[src/rtl/wkport_pkg.sv]
package wkport_pkg;

  typedef enum logic [1:0] {
    REG_MASK = 2'd0,
    REG_POL  = 2'd1,
    REG_PEND = 2'd2,
    REG_CTL  = 2'd3
  } reg_sel_e;

  // single-pin edge match: pol 0 rising, pol 1 falling
  function automatic logic edge_match(input logic cur, input logic prv, input logic pol);
    return pol ? (prv & ~cur) : (~prv & cur);
  endfunction

  // next pending value for one pin: a new trigger dominates a clear
  function automatic logic pend_next(input logic cur, input logic clr, input logic hit);
    return (cur & ~clr) | hit;
  endfunction

endpackage

[src/rtl/wk_sync_bank.sv]
module wk_sync_bank #(
  parameter int W      = 8,
  parameter int STAGES = 2
) (
  input  logic         clk,
  input  logic         rst_n,
  input  logic [W-1:0] din,
  output logic [W-1:0] dout
);

  for (genvar g = 0; g < W; g++) begin : g_bit
    logic [STAGES-1:0] chain_q;
    always_ff @(posedge clk or negedge rst_n) begin
      if (!rst_n) chain_q <= '0;
      else        chain_q <= {chain_q[STAGES-2:0], din[g]};
    end
    assign dout[g] = chain_q[STAGES-1];
  end

endmodule

[src/rtl/wk_edge_bank.sv]
module wk_edge_bank import wkport_pkg::*; #(
  parameter int W = 8
) (
  input  logic         clk,
  input  logic         rst_n,
  input  logic [W-1:0] lvl,
  input  logic [W-1:0] pol,
  input  logic [W-1:0] pol_diff,
  output logic [W-1:0] hit
);

  logic [W-1:0] prev_q;
  logic [W-1:0] quiet_q;

  always_ff @(posedge clk or negedge rst_n) begin
    if (!rst_n) begin
      prev_q  <= '0;
      quiet_q <= '0;
    end else begin
      prev_q  <= lvl;
      quiet_q <= pol_diff;
    end
  end

  for (genvar g = 0; g < W; g++) begin : g_det
    assign hit[g] = edge_match(lvl[g], prev_q[g], pol[g]) & ~quiet_q[g];
  end

endmodule

[src/rtl/wk_pend_bank.sv]
module wk_pend_bank import wkport_pkg::*; #(
  parameter int W = 8
) (
  input  logic         clk,
  input  logic         rst_n,
  input  logic [W-1:0] hit,
  input  logic [W-1:0] clr,
  output logic [W-1:0] pend
);

  logic [W-1:0] pend_q;

  for (genvar g = 0; g < W; g++) begin : g_pend
    always_ff @(posedge clk or negedge rst_n) begin
      if (!rst_n) pend_q[g] <= 1'b0;
      else        pend_q[g] <= pend_next(pend_q[g], clr[g], hit[g]);
    end
  end

  assign pend = pend_q;

endmodule

[src/rtl/wk_cfg_regs.sv]
module wk_cfg_regs import wkport_pkg::*; #(
  parameter int W = 8
) (
  input  logic         clk,
  input  logic         rst_n,
  input  logic         cfg_wr,
  input  logic [1:0]   cfg_sel,
  input  logic [W-1:0] cfg_wdata,
  input  logic [W-1:0] pend,
  output logic [W-1:0] en,
  output logic [W-1:0] pol,
  output logic         port_ie,
  output logic [W-1:0] clr,
  output logic [W-1:0] pol_diff,
  output logic [W-1:0] rdata
);

  reg_sel_e sel;
  logic [W-1:0] en_q, pol_q;
  logic port_ie_q;

  assign sel = reg_sel_e'(cfg_sel);

  always_ff @(posedge clk or negedge rst_n) begin
    if (!rst_n) begin
      en_q      <= '0;
      pol_q     <= '0;
      port_ie_q <= 1'b0;
    end else if (cfg_wr) begin
      case (sel)
        REG_MASK: en_q      <= cfg_wdata;
        REG_POL:  pol_q     <= cfg_wdata;
        REG_CTL:  port_ie_q <= cfg_wdata[0];
        default:  ;
      endcase
    end
  end

  assign clr      = (cfg_wr && sel == REG_PEND) ? cfg_wdata : '0;
  assign pol_diff = (cfg_wr && sel == REG_POL) ? (cfg_wdata ^ pol_q) : '0;

  always_comb begin
    case (sel)
      REG_MASK: rdata = en_q;
      REG_POL:  rdata = pol_q;
      REG_PEND: rdata = pend;
      default:  rdata = {{(W-1){1'b0}}, port_ie_q};
    endcase
  end

  assign en      = en_q;
  assign pol     = pol_q;
  assign port_ie = port_ie_q;

endmodule

[src/rtl/wake_irq_port.sv]
module wake_irq_port #(
  parameter int N_PINS      = 8,
  parameter int SYNC_STAGES = 2
) (
  input  logic              clk,
  input  logic              rst_n,
  input  logic [N_PINS-1:0] pin_in,
  input  logic              lp_state,
  input  logic              global_ie,
  input  logic              cfg_wr,
  input  logic [1:0]        cfg_sel,
  input  logic [N_PINS-1:0] cfg_wdata,
  output logic [N_PINS-1:0] cfg_rdata,
  output logic              irq_req,
  output logic              wake_req,
  output logic              wake_via_isr
);

  logic [N_PINS-1:0] lvl_s;
  logic [N_PINS-1:0] en_q, pol_q, pend_q;
  logic [N_PINS-1:0] hit_w, clr_w, pol_diff_w;
  logic              port_ie_q;
  logic              any_live_w;

  wk_sync_bank #(.W(N_PINS), .STAGES(SYNC_STAGES)) sync_i (
    .clk(clk), .rst_n(rst_n), .din(pin_in), .dout(lvl_s)
  );

  wk_cfg_regs #(.W(N_PINS)) cfg_i (
    .clk(clk), .rst_n(rst_n), .cfg_wr(cfg_wr), .cfg_sel(cfg_sel),
    .cfg_wdata(cfg_wdata), .pend(pend_q), .en(en_q), .pol(pol_q),
    .port_ie(port_ie_q), .clr(clr_w), .pol_diff(pol_diff_w), .rdata(cfg_rdata)
  );

  wk_edge_bank #(.W(N_PINS)) edge_i (
    .clk(clk), .rst_n(rst_n), .lvl(lvl_s), .pol(pol_q),
    .pol_diff(pol_diff_w), .hit(hit_w)
  );

  wk_pend_bank #(.W(N_PINS)) pend_i (
    .clk(clk), .rst_n(rst_n), .hit(hit_w), .clr(clr_w), .pend(pend_q)
  );

  assign any_live_w   = |(pend_q & en_q);
  assign irq_req      = any_live_w & port_ie_q & global_ie;
  assign wake_req     = any_live_w & lp_state;
  assign wake_via_isr = wake_req & port_ie_q & global_ie;

endmodule

[config.mk]
export PLATFORM = sky130hd
export DESIGN_NAME = wake_irq_port
export DESIGN_NICKNAME = d
export VERILOG_FILES = /design/src/rtl/wkport_pkg.sv /design/src/rtl/wk_sync_bank.sv /design/src/rtl/wk_edge_bank.sv /design/src/rtl/wk_pend_bank.sv /design/src/rtl/wk_cfg_regs.sv /design/src/rtl/wake_irq_port.sv
export SDC_FILE = /design/constraint.sdc
export NUM_CORES = 1
export LEC_CHECK = 0
export ABC_AREA = 1
export BUFFER_PORTS_ARGS = -buffer_cell sky130_fd_sc_hd__buf_4
export CORE_AREA = 2 2 75 77
export DETAILED_ROUTE_END_ITERATION = 12
export DIE_AREA = 0 0 77 79
export GPL_TIMING_DRIVEN = 1
export HOLD_SLACK_MARGIN = 0.05
export PLACE_DENSITY_LB_ADDON = 0.25
export RECOVER_POWER = 100
export SLEW_MARGIN = 5
export SYNTH_ARGS = -nofsm -noshare
export SYNTH_HDL_FRONTEND = slang
export SYNTH_HIERARCHICAL = 1
export SYNTH_SLANG_ARGS = --single-unit
[constraint.sdc]
create_clock -name clk -period 1.1 [get_ports clk]
set_clock_uncertainty 0.05 [all_clocks]
set_input_delay 0.11 -clock clk [delete_from_list [all_inputs] [get_ports clk]]
set_output_delay 0.11 -clock clk [all_outputs]
set_load 0.1 [all_outputs]
* After elaboration in Yosys (flattened, before gate mapping)
Index checks and enable logic that the tools add are counted.
** Word-level totals
- Memory bits (writable) :: 0
- Bits in registers :: 57
- Word-level logic and storage cells :: 121
- ROM bits :: 0
- Input port bits :: 23
- Bits in latches :: 0
- Memories :: 0
- Output and inout port bits :: 11
** Operators by class
- Divide/modulo/power cells :: 0
- Add/sub/neg operators :: 0
- Order comparisons :: 0
- $mul :: 0
- Equal/unequal tests :: 3
- Shift-type cells :: 0
- Reductions and logical operators :: 7
- Bitwise gates (word level) :: 79
- Multiplexer cells :: 11
** Operators by type and width (number)
- $and 1x1->1 :: 37
- $not 1->1 :: 32
- $pmux 8 s3 :: 1
- $mux 8 :: 2
- $and 8x8->8 :: 1
- $mux 1 :: 8
- $or 1x1->1 :: 8
- $reduce_or 8->1 :: 1
- $xor 8x8->8 :: 1
- $reduce_and 2->1 :: 3
- $eq 2x2->1 const B :: 2
- $eq 2x1->1 const B :: 1
- $logic_and 1x1->1 :: 2
- $logic_not 2->1 :: 1

* Longest topological paths before layout
Gate-level depths: netlist of the first run.
- Word-level depth :: 6
- Depth in mapped cells :: 7
- Gate-level depth less buffers :: 7

* Modules after synthesis
The synthesis of the first run kept the hierarchy.
** Modules (own cells, without submodules)
- wk_cfg_regs :: cells an instance 139, sequential area each 425.4 um2, instances 1, area an instance 1049.8 um2
- wk_edge_bank :: cells an instance 88, sequential area each 400.4 um2, instances 1, area an instance 670.6 um2
- wk_sync_bank :: cells an instance 24, sequential area each 400.4 um2, instances 1, area an instance 460.4 um2
- wk_pend_bank :: cells an instance 40, sequential area each 200.2 um2, instances 1, area an instance 320.3 um2
- wake_irq_port :: cells an instance 20, sequential area each 0.0 um2, instances 1, area an instance 81.3 um2

* Least setup slack after synthesis of the first run
Ideal clock, no wire load.
- Kind :: reg-to-output
- Start :: reg pend_i.pend_q[6], in the netlist pend_i/pend[6]
- End :: out irq_req
- Stages on the path, launching flop included :: 5
- Slack :: -1.044 ns
- Data required time :: 0.940 ns
- Data arrival time :: 1.984 ns
- Path buffers :: 0
- Cell sequence :: dfrtp_1 > nand2_1 > nand2_1 > nor2_2 > a21oi_1
** On the way
- Cells in the longest elaborated chain, start to end :: 4
** RTL lines
- start: declaration :: RTL line wk_pend_bank.sv:11 : logic [W-1:0] pend_q;
- start signal: indexed assignment :: RTL line wk_pend_bank.sv:16 : else pend_q[g] <= pend_next(pend_q[g], clr[g], hit[g]);
- $and 8x8->8 :: RTL line wake_irq_port.sv:44 : assign any_live_w = |(pend_q & en_q);
- $reduce_or 8->1 :: RTL line wake_irq_port.sv:44
- $and 1x1->1 (2 in series) :: RTL line wake_irq_port.sv:45 : assign irq_req = any_live_w & port_ie_q & global_ie;
- end: declaration :: RTL line wake_irq_port.sv:14 : output logic irq_req,
Every way passes these cells.

* Worst setup path in the final report of the first run
- Start :: reg pend_i.pend_q[2], in the netlist pend_i/pend[2]
- End :: out wake_req
** On the way
- Cells in the longest elaborated chain, start to end :: 3
** RTL lines
- $and 8x8->8 :: RTL line wake_irq_port.sv:44
- $reduce_or 8->1 :: RTL line wake_irq_port.sv:44
- $and 1x1->1 :: RTL line wake_irq_port.sv:46 : assign wake_req = any_live_w & lp_state;
- end: declaration :: RTL line wake_irq_port.sv:15 : output logic wake_req,
Every way passes these cells.

==> metrics, run 1 <==
core area 0.00534 sq mm; clk sinks 57; leakage 1.94 nW; Final #Nets just over 400; # rows 27; H-tree levels 3; Mean Syn Cell Area 8.30 sq um; layout cells sized above 1 0.297; wire length of the first global-routing pass about 9000 um; Die Span Y 79 um; PD cells 1570 mW/mm^2; ranking of synthesized cells by area dfrtp_1 55%, nand2_1 16%, inv_1 7.4%; grt total ovfl 0; final hold vios 0; Yosys top cell area share 0.552; Synth Warn # 6; placed cells 434; Synth area leader dfrtp_1; Post-Route Utilization 0.696; Final Cell Area 0.00372 sq mm; IO Port Bufs 33; power share of the sequential group 0.411; internal power 3.99 mW; synth-to-layout area growth 43.9%; routability cong. 0.802; crit path DAT 1.45 ns; DR iter-0 viols 75; Pins Over Slew Limit 0; FF-to-FF path depth 6; Placed Area about 0.0031 sq mm; synth cell count leaders 111 x nand2_1, 57 x dfrtp_1, 51 x inv_1; RSZ-0062 raised after global routing true; Ant. Diodes 0; crit path capture wake_req; Finished Layout Cells 469; largest net degree at the start of global routing 58; drt first pass iters 4; clock tree buffer depth 2; fin crit share 1.46; total power between 5 and 6 mW; initial antenna violation count 0; routed wire length 5330 um; routed vias/inst 4.42; setup slack, reg-to-reg roughly 0.07 ns; startpoint types register; chip width 77 um; Switching Fraction 0.317; Mapped Cells 311; Seq/Total Area, Yosys 0.552; post-route ant nets 0; number of synthesized flops with an enable pin 0; final setup vio count 11; fin crit period around 1.6 ns; Worst-Margin Slew 0.505 ns; CTS tree done; TritonCTS buffer count 9; Initial Utilization 0.484; top_reg_cell synth dfrtp_1; All-Layer GR Usage 0.195; critical path class reg2out; run status complete, but fails checks; flops & latches, synth 57; Clock transition at path regs 0.07 ns; sw power 1.86 mW; Hold/Removal Path Class in2reg; Async S/R FF share, synth 1.00; fin worst setup slack -0.510 ns; Max-slew headroom 0.664; syn_nets 334; VDD IR max 0.898 mV; Worst-Skew Late Latency 0.34 ns; number of global-route vias before repair about 2000; Post-DP HPWL around 3300 um; library cells used by synthesis 17; highest net fanout along the worst path 2; DR WL/cell 11.4 um; critical path endpoint category output pin; I/O pins 34; DIE AREA 0.00608 sq mm; count leader, synth nand2_1; Syn Std Cell Area 0.00258 sq mm; Place WS -0.158 ns; Max Clock Freq roughly 620 MHz; worst r2r src cfg_i/pol[1]$_DFFE_PN0P_; maxcap violations 0; failing checks negative setup slack; Crit. Startpoint pend_i/pend[2]$_DFF_PN0_; FF-to-FF End pend_i/pend[1]$_DFF_PN0_; Root Driver clkbuf_8; power share of the combinational group 0.273; CP required 0.94 ns; DRC 0; Clk pwr share 0.316; total number of vias 2074
## power groups by stage
stage | combinational, mW | sequential [mW] | clock [mW]
3_3_place_gp | 1.34 | 2.43 | 0
4_1_cts | 1.61 | 2.40 | 1.89
6_report | 1.60 | 2.40 | 1.85
3_5_place_dp | 1.36 | 2.44 | 0
5_1_grt | 1.73 | 2.43 | 1.98
2_1_floorplan | 0.930 | 2.42 | 0
## final cells by class
| type | instances | area, sq um |
|---|---|---|
| clock buffer | 14 | 183 |
| clock inverter | 2 | 10.0 |
| fill | 452 | 1620 |
| inverter | 53 | 203 |
| multi-input combinational | 190 | 1000 |
| sequential | 57 | 1430 |
| tap | 72 | 90.1 |
| timing repair buffer | 81 | 805 |
## registers in the layout (all words and copies together), names as in the netlist
name,cells
sync_i/g_bit.chain_q,16
cfg_i/port_ie,1
pend_i/pend,8
cfg_i/en,8
edge_i/prev_q,8
cfg_i/pol,8
edge_i/quiet_q,8
## critical path, cell delays in order, from the launching register on
cell	delay, ns
dfrtp_1	0.39
nand2_1	0.08
nand2_2	0.05
nor2_2	0.11
nand2_1	0.07
nand2_2	0.11
clkinvlp_4	0.11
buf_12	0.17
## routing by layer
metal / GRT usage / share of wire
met3: 0.0318 / 0.033
met2: 0.341 / 0.52
met5: 0 / 0
met1: 0.229 / 0.43
met4: 0.107 / 0.024
## cell usage in the layout (no fill, tap or decap), types with 2 or more instances in the layout
cell type / Yosys / layout
buf_12: 0 / 12
buf_4: 8 / 30
buf_6: 2 / 7
clkbuf_1: 0 / 7
clkbuf_4: 0 / 9
clkbuf_8: 0 / 13
clkinv_2: 0 / 2
dfrtp_1: 57 / 57
dlygate4sd3_1: 0 / 17
inv_1: 51 / 50
inv_2: 2 / 2
nand2_1: 111 / 94
nand2_2: 0 / 12
nand2_4: 3 / 8
nand3_1: 11 / 4
nand3_2: 0 / 4
nand3_4: 0 / 3
nor2_1: 40 / 39
nor2_2: 4 / 4
nor2_4: 2 / 3
o21ai_0: 1 / 2
o21ai_2: 8 / 7
xnor2_1: 8 / 8
## per-stage QoR
stage	setup TNS (ns)	hold slack [ns]
2_1_floorplan	-1.06	-0.236
3_3_place_gp	-1.13	0.0643
3_5_place_dp	-1.40	0.0667
4_1_cts	-3.47	0.0765
5_1_grt	-3.95	0.0941
6_report	-3.40	0.0845
## kinds of logic (layout without fill, tap and decap cells)
logic type / after synthesis / count (layout) / synth area share
XOR/XNOR: 8 / 8 / 0.0271
AND/OR/NAND/NOR: 172 / 172 / 0.275
flip-flops: 57 / 57 / 0.552
buffers and inverters: 64 / 150 / 0.115
AO/OA/AOI/OAI: 10 / 10 / 0.0310
## how the worst min path moves through the flow
stage                      start  depth (start not counted)  slack, ns                              endpoint
final                     cfg_wr                          3       0.08             cfg_i/port_ie$_DFFE_PN0P_
after floorplan            rst_n                          0      -0.24               cfg_i/en[0]$_DFFE_PN0P_
after CTS                 cfg_wr                          3       0.08             cfg_i/port_ie$_DFFE_PN0P_
after detailed placement   rst_n                          2       0.07  sync_i/g_bit[5].chain_q[0]$_DFF_PN0_
after global placement     rst_n                          2       0.06  sync_i/g_bit[5].chain_q[0]$_DFF_PN0_
after global routing      cfg_wr                          3       0.09             cfg_i/port_ie$_DFFE_PN0P_
## what timing repair did
item / in CTS / in global routing
pin swaps: 15 / 13
setup endpoints to repair: 11 / 11
setup buffers: 5 / 6
resized for setup: 52 / 16
hold endpoints to repair: 89 / 0
hold buffers: 17 / 0
No activity file was read; power rests on OpenSTA's default activity.
==> inputs of run 2 (changes only) <==
Settings changed: PLACE_DENSITY set to 0.7, PLACE_DENSITY_LB_ADDON 0.25 to not set.
==> metrics, run 2 (synthesized netlist as in run 1, its figures left out) <==
All-Layer GR Usage 0.204; final hold vios 0; Initial Utilization 0.484; Worst-Margin Slew between 0.5 and 0.6 ns; I/O pins 34; drt first pass iters 4; Final Cell Area roughly 0.0038 sq mm; CP required 0.94 ns; Hold/Removal Path Class in2reg; Clock transition at path regs 0.07 ns; routability cong. 0.791; power share of the sequential group 0.363; IO Port Bufs 33; routed wire length between 5000 and 6000 um; Die Span Y approximately 80 um; max FFs per register 16; DRC 0; fin crit period 1.60 ns; Placed Area 0.00313 sq mm; run status complete, but fails checks; highest net fanout along the worst path 2; critical path class reg2out; clock tree buffer depth 2; DR WL/cell 12.5 um; Worst-Skew Late Latency 0.34 ns; Clk pwr share 0.387; CTS tree done; post-route ant nets 0; TritonCTS buffer count 9; internal power 4.68 mW; H-tree levels 3; total number of vias 2158; Pins Over Slew Limit 0; most flop-heavy register sync_i/g_bit.chain_q; Root Driver clkbuf_8; leakage 1.99 nW; DR iter-0 viols 114; Max Clock Freq 624 MHz; critical path endpoint category output pin; RSZ-0062 raised after global routing true; clk sinks 57; initial antenna violation count 0; Ant. Diodes 0; PD cells ~1700 mW/mm^2; chip width 77 um; grt total ovfl 0; fin crit share 1.46; power share of the combinational group 0.250; Post-DP HPWL 3420 um; DIE AREA 0.00608 sq mm; layout cells sized above 1 0.298; number of global-route vias before repair 2153; Max-slew headroom 0.666; synth-to-layout area growth 47.5%; sw power 1.94 mW; commonest non-fill, non-tap cell in the layout nand2_1; crit path DAT 1.44 ns; Final #Nets between 400 and 500; Post-Route Utilization 0.714; fin worst setup slack -0.503 ns; highest-count cells in the layout ignoring fill and taps 95 x nand2_1, 57 x dfrtp_1, 51 x inv_1; wire length of the first global-routing pass 9340 um; final setup vio count 11; largest net degree at the start of global routing 58; hold slack 0.0777 ns; Switching Fraction 0.293; core area 0.00534 sq mm; maxcap violations 0; routed vias/inst 4.57; Place WS -0.157 ns; # rows 27; VDD IR max approximately 0.99 mV; failing checks negative setup slack; total power 6.62 mW; startpoint types register
-- run 2: cell count changes in the layout (fill, tap and decap cells not counted), moves of 2 or more --
cell and change:
buf_6 +2, bufinv_16 +4, clkbuf_8 -4, nand2_2 -2
-- run 2: critical path: stages, from the launching register on --
cell        delay [ns]
dfrtp_1           0.40
nand2_1           0.07
nand2_1           0.06
nor2_2            0.11
nand2_1           0.08
nand2_2           0.11
clkinvlp_4        0.09
buf_6             0.18
-- run 2: cell type report --
type | instances | area (sq um)
Clock buffer | 10 | 128
Clock inverter | 6 | 130
Fill cell | 424 | 1530
Inverter | 53 | 203
Multi-Input combinational cell | 190 | 1010
Sequential cell | 57 | 1430
Tap cell | 72 | 90.1
Timing Repair Buffer | 84 | 826
-- run 2: final timing paths --
kind / to / from / slack, ns / depth (start not counted)
max reg2reg: pend_i/pend[3]$_DFF_PN0_ / cfg_i/pol[3]$_DFFE_PN0P_ / 0.09 / 6
min in group asynchronous: cfg_i/en[2]$_DFFE_PN0P_ / rst_n / 0.35 / 3
max in group asynchronous: pend_i/pend[7]$_DFF_PN0_ / rst_n / 0.30 / 3
min: cfg_i/port_ie$_DFFE_PN0P_ / cfg_wr / 0.08 / 3
min reg2reg: sync_i/g_bit[7].chain_q[1]$_DFF_PN0_ / sync_i/g_bit[7].chain_q[0]$_DFF_PN0_ / 0.29 / 0
max: wake_req / cfg_i/en[1]$_DFFE_PN0P_ / -0.50 / 7
-- run 2: stage by stage --
stage	TNS, ns	instances
after global routing	-4.05	472
after detailed placement	-1.32	433
after global placement	-1.09	433
after floorplan	-1.06	311
final	-3.51	472
after CTS	-3.42	466
-- run 2: timing repair --
item | 4_1_cts | 5_1_grt
gates resized for setup | 46 | 22
endpoints found under the hold margin | 89 | 0
pin swaps | 12 | 12
hold buffers | 17 | 0
setup endpoints to repair | 11 | 11
gates cloned | 0 | 0
buffers inserted | 4 | 10
-- run 2: metal layers --
layer | vias to the layer above | part of all wire | GRT usage
met2 | 59 | 0.52 | 0.375
li1 | 1069 | - | -
met4 | 0 | 0.016 | 0.113
met3 | 8 | 0.044 | 0.0398
met1 | 1022 | 0.42 | 0.222
met5 | - | 0 | 0
-- run 2: power by group through the flow --
stage	Sequential, mW	Combinational (mW)	Clock, mW
2_1_floorplan	2.42	0.930	0
3_3_place_gp	2.43	1.34	0
3_5_place_dp	2.44	1.36	0
4_1_cts	2.40	1.59	2.58
5_1_grt	2.42	1.79	2.68
6_report	2.40	1.66	2.56
==> inputs of run 3 (changes only) <==
==> constraint.sdc (replaced) <==
create_clock -name clk -period 1.1 [get_ports clk]
set_clock_uncertainty 0.05 [all_clocks]
set_input_delay 0.055 -clock clk [delete_from_list [all_inputs] [get_ports clk]]
set_output_delay 0.055 -clock clk [all_outputs]
set_load 0.1 [all_outputs]
==> metrics, run 3 (synthesized netlist as in run 1, its figures left out) <==
routed wire length 5600 um; Clock transition at path regs 0.06 ns; DR WL/cell about 12 um; maxcap violations 0; Ant. Diodes 0; run status complete, but fails checks; crit path DAT around 1.5 ns; most flop-heavy register sync_i/g_bit.chain_q; critical path class reg2out; Worst-Skew Late Latency 0.32 ns; Root Driver clkbuf_8; critical path endpoint category output pin; Die Span Y 79 um; H-tree levels 3; setup TNS -3.05 ns; routed vias/inst 4.51; grt total ovfl 0; highest-count cells in the layout ignoring fill and taps 91 x nand2_1, 57 x dfrtp_1, 50 x inv_1; initial antenna violation count 0; layout cells sized above 1 0.323; RSZ-0062 raised after global routing true; Placed Area 0.00309 sq mm; max FFs per register 16; drt first pass iters 4; DIE AREA about 0.0061 sq mm; chip width 77 um; fin worst setup slack -0.484 ns; commonest non-fill, non-tap cell in the layout nand2_1; IO Port Bufs 33; Hold/Removal Path Class in2reg; routability cong. 0.826; failing checks negative setup slack; Max-slew headroom 0.645; number of global-route vias before repair 2112; Initial Utilization 0.484; leakage 1.96 nW; # rows 27; placed cells 431; core area 0.00534 sq mm; post-route ant nets 0; VDD IR max 1.48 mV; Worst-Margin Slew 0.531 ns; PD cells roughly 1500 mW/mm^2; Place WS -0.136 ns; clock tree buffer depth 2; final setup vio count 11; I/O pins 34; highest net fanout along the worst path 2; DRC 0; synth-to-layout area growth 45.5%; largest net degree at the start of global routing 58; Max Clock Freq roughly 630 MHz; All-Layer GR Usage 0.202; TritonCTS buffer count 9; fin crit share 1.44; startpoint types register; final hold vios 0; Final #Nets roughly 420; Post-DP HPWL 3380 um; Final Cell Area 0.00376 sq mm; fin crit period ~1.6 ns; total number of vias 2126; CTS tree done; DR iter-0 viols ~110; CP required 1.00 ns; wire length of the first global-routing pass 9420 um; Pins Over Slew Limit 0; Finished Layout Cells 471; clk sinks 57
run 3: cell types whose count changed in the layout (fill, tap and decap cells not counted), moves of 4 or more:
cell / previous run / this run
bufinv_16: 4 / 0
nand2_2: 10 / 15
buf_4: 30 / 25
buf_6: 9 / 16
nand2_1: 95 / 91
clkbuf_1: 8 / 3
run 3: critical path, cell delays in order (launching register included):
cell	delay [ns]
dfrtp_1	0.40
nand2_2	0.09
nand2_2	0.06
nor2_2	0.12
nand2_1	0.07
nand2_2	0.12
clkinvlp_4	0.11
buf_12	0.17
run 3: power by group:
group | leakage [nW] | internal, mW | switching (mW)
clock network | 0.0839 | 0.802 | 0.761
registers | 0.677 | 2.28 | 0.136
logic | 1.20 | 0.731 | 0.978
run 3: what timing repair did:
item | 4_1_cts | 5_1_grt
pin swaps | 12 | 14
resized for setup | 60 | 25
hold endpoints to repair | 90 | 0
hold buffers | 19 | 0
setup endpoints to repair | 11 | 18
buffers inserted | 7 | 10
run 3: cell type report:
type,instances,area [sq um]
Fill cell,432,1580
Sequential cell,57,1430
Multi-Input combinational cell,190,1030
Timing Repair Buffer,83,856
Inverter,53,203
Clock buffer,12,135
Tap cell,72,90.1
Clock inverter,4,20.0
run 3: final timing paths:
path	depth (start not counted)	startpoint	to	slack [ns]
max	7	pend_i/pend[3]$_DFF_PN0_	wake_req	-0.48
max reg2reg	7	cfg_i/pol[3]$_DFFE_PN0P_	pend_i/pend[3]$_DFF_PN0_	0.12
min reg2reg	0	sync_i/g_bit[2].chain_q[0]$_DFF_PN0_	sync_i/g_bit[2].chain_q[1]$_DFF_PN0_	0.30
min	4	cfg_sel[1]	cfg_i/en[3]$_DFFE_PN0P_	0.15
max in group asynchronous	3	rst_n	pend_i/pend[6]$_DFF_PN0_	0.33
min in group asynchronous	3	rst_n	sync_i/g_bit[5].chain_q[0]$_DFF_PN0_	0.31
run 3: stage by stage:
step	hold slack [ns]	power, mW	util
CTS	0.157	5.63	0.687
detailed placement	0.0120	3.78	0.579
global route	0.173	5.99	0.704
global placement	0.00707	3.75	0.579
floorplan	-0.291	3.35	-
finish	0.145	5.69	0.704
run 3: per-layer routing:
layer  track usage  vias up  wire length [um]
li1              -     1076                 -
met1         0.240     1007              2420
met2         0.362       34              2910
met3        0.0318        9               166
met4        0.0946        0                95
met5             0        -                 0
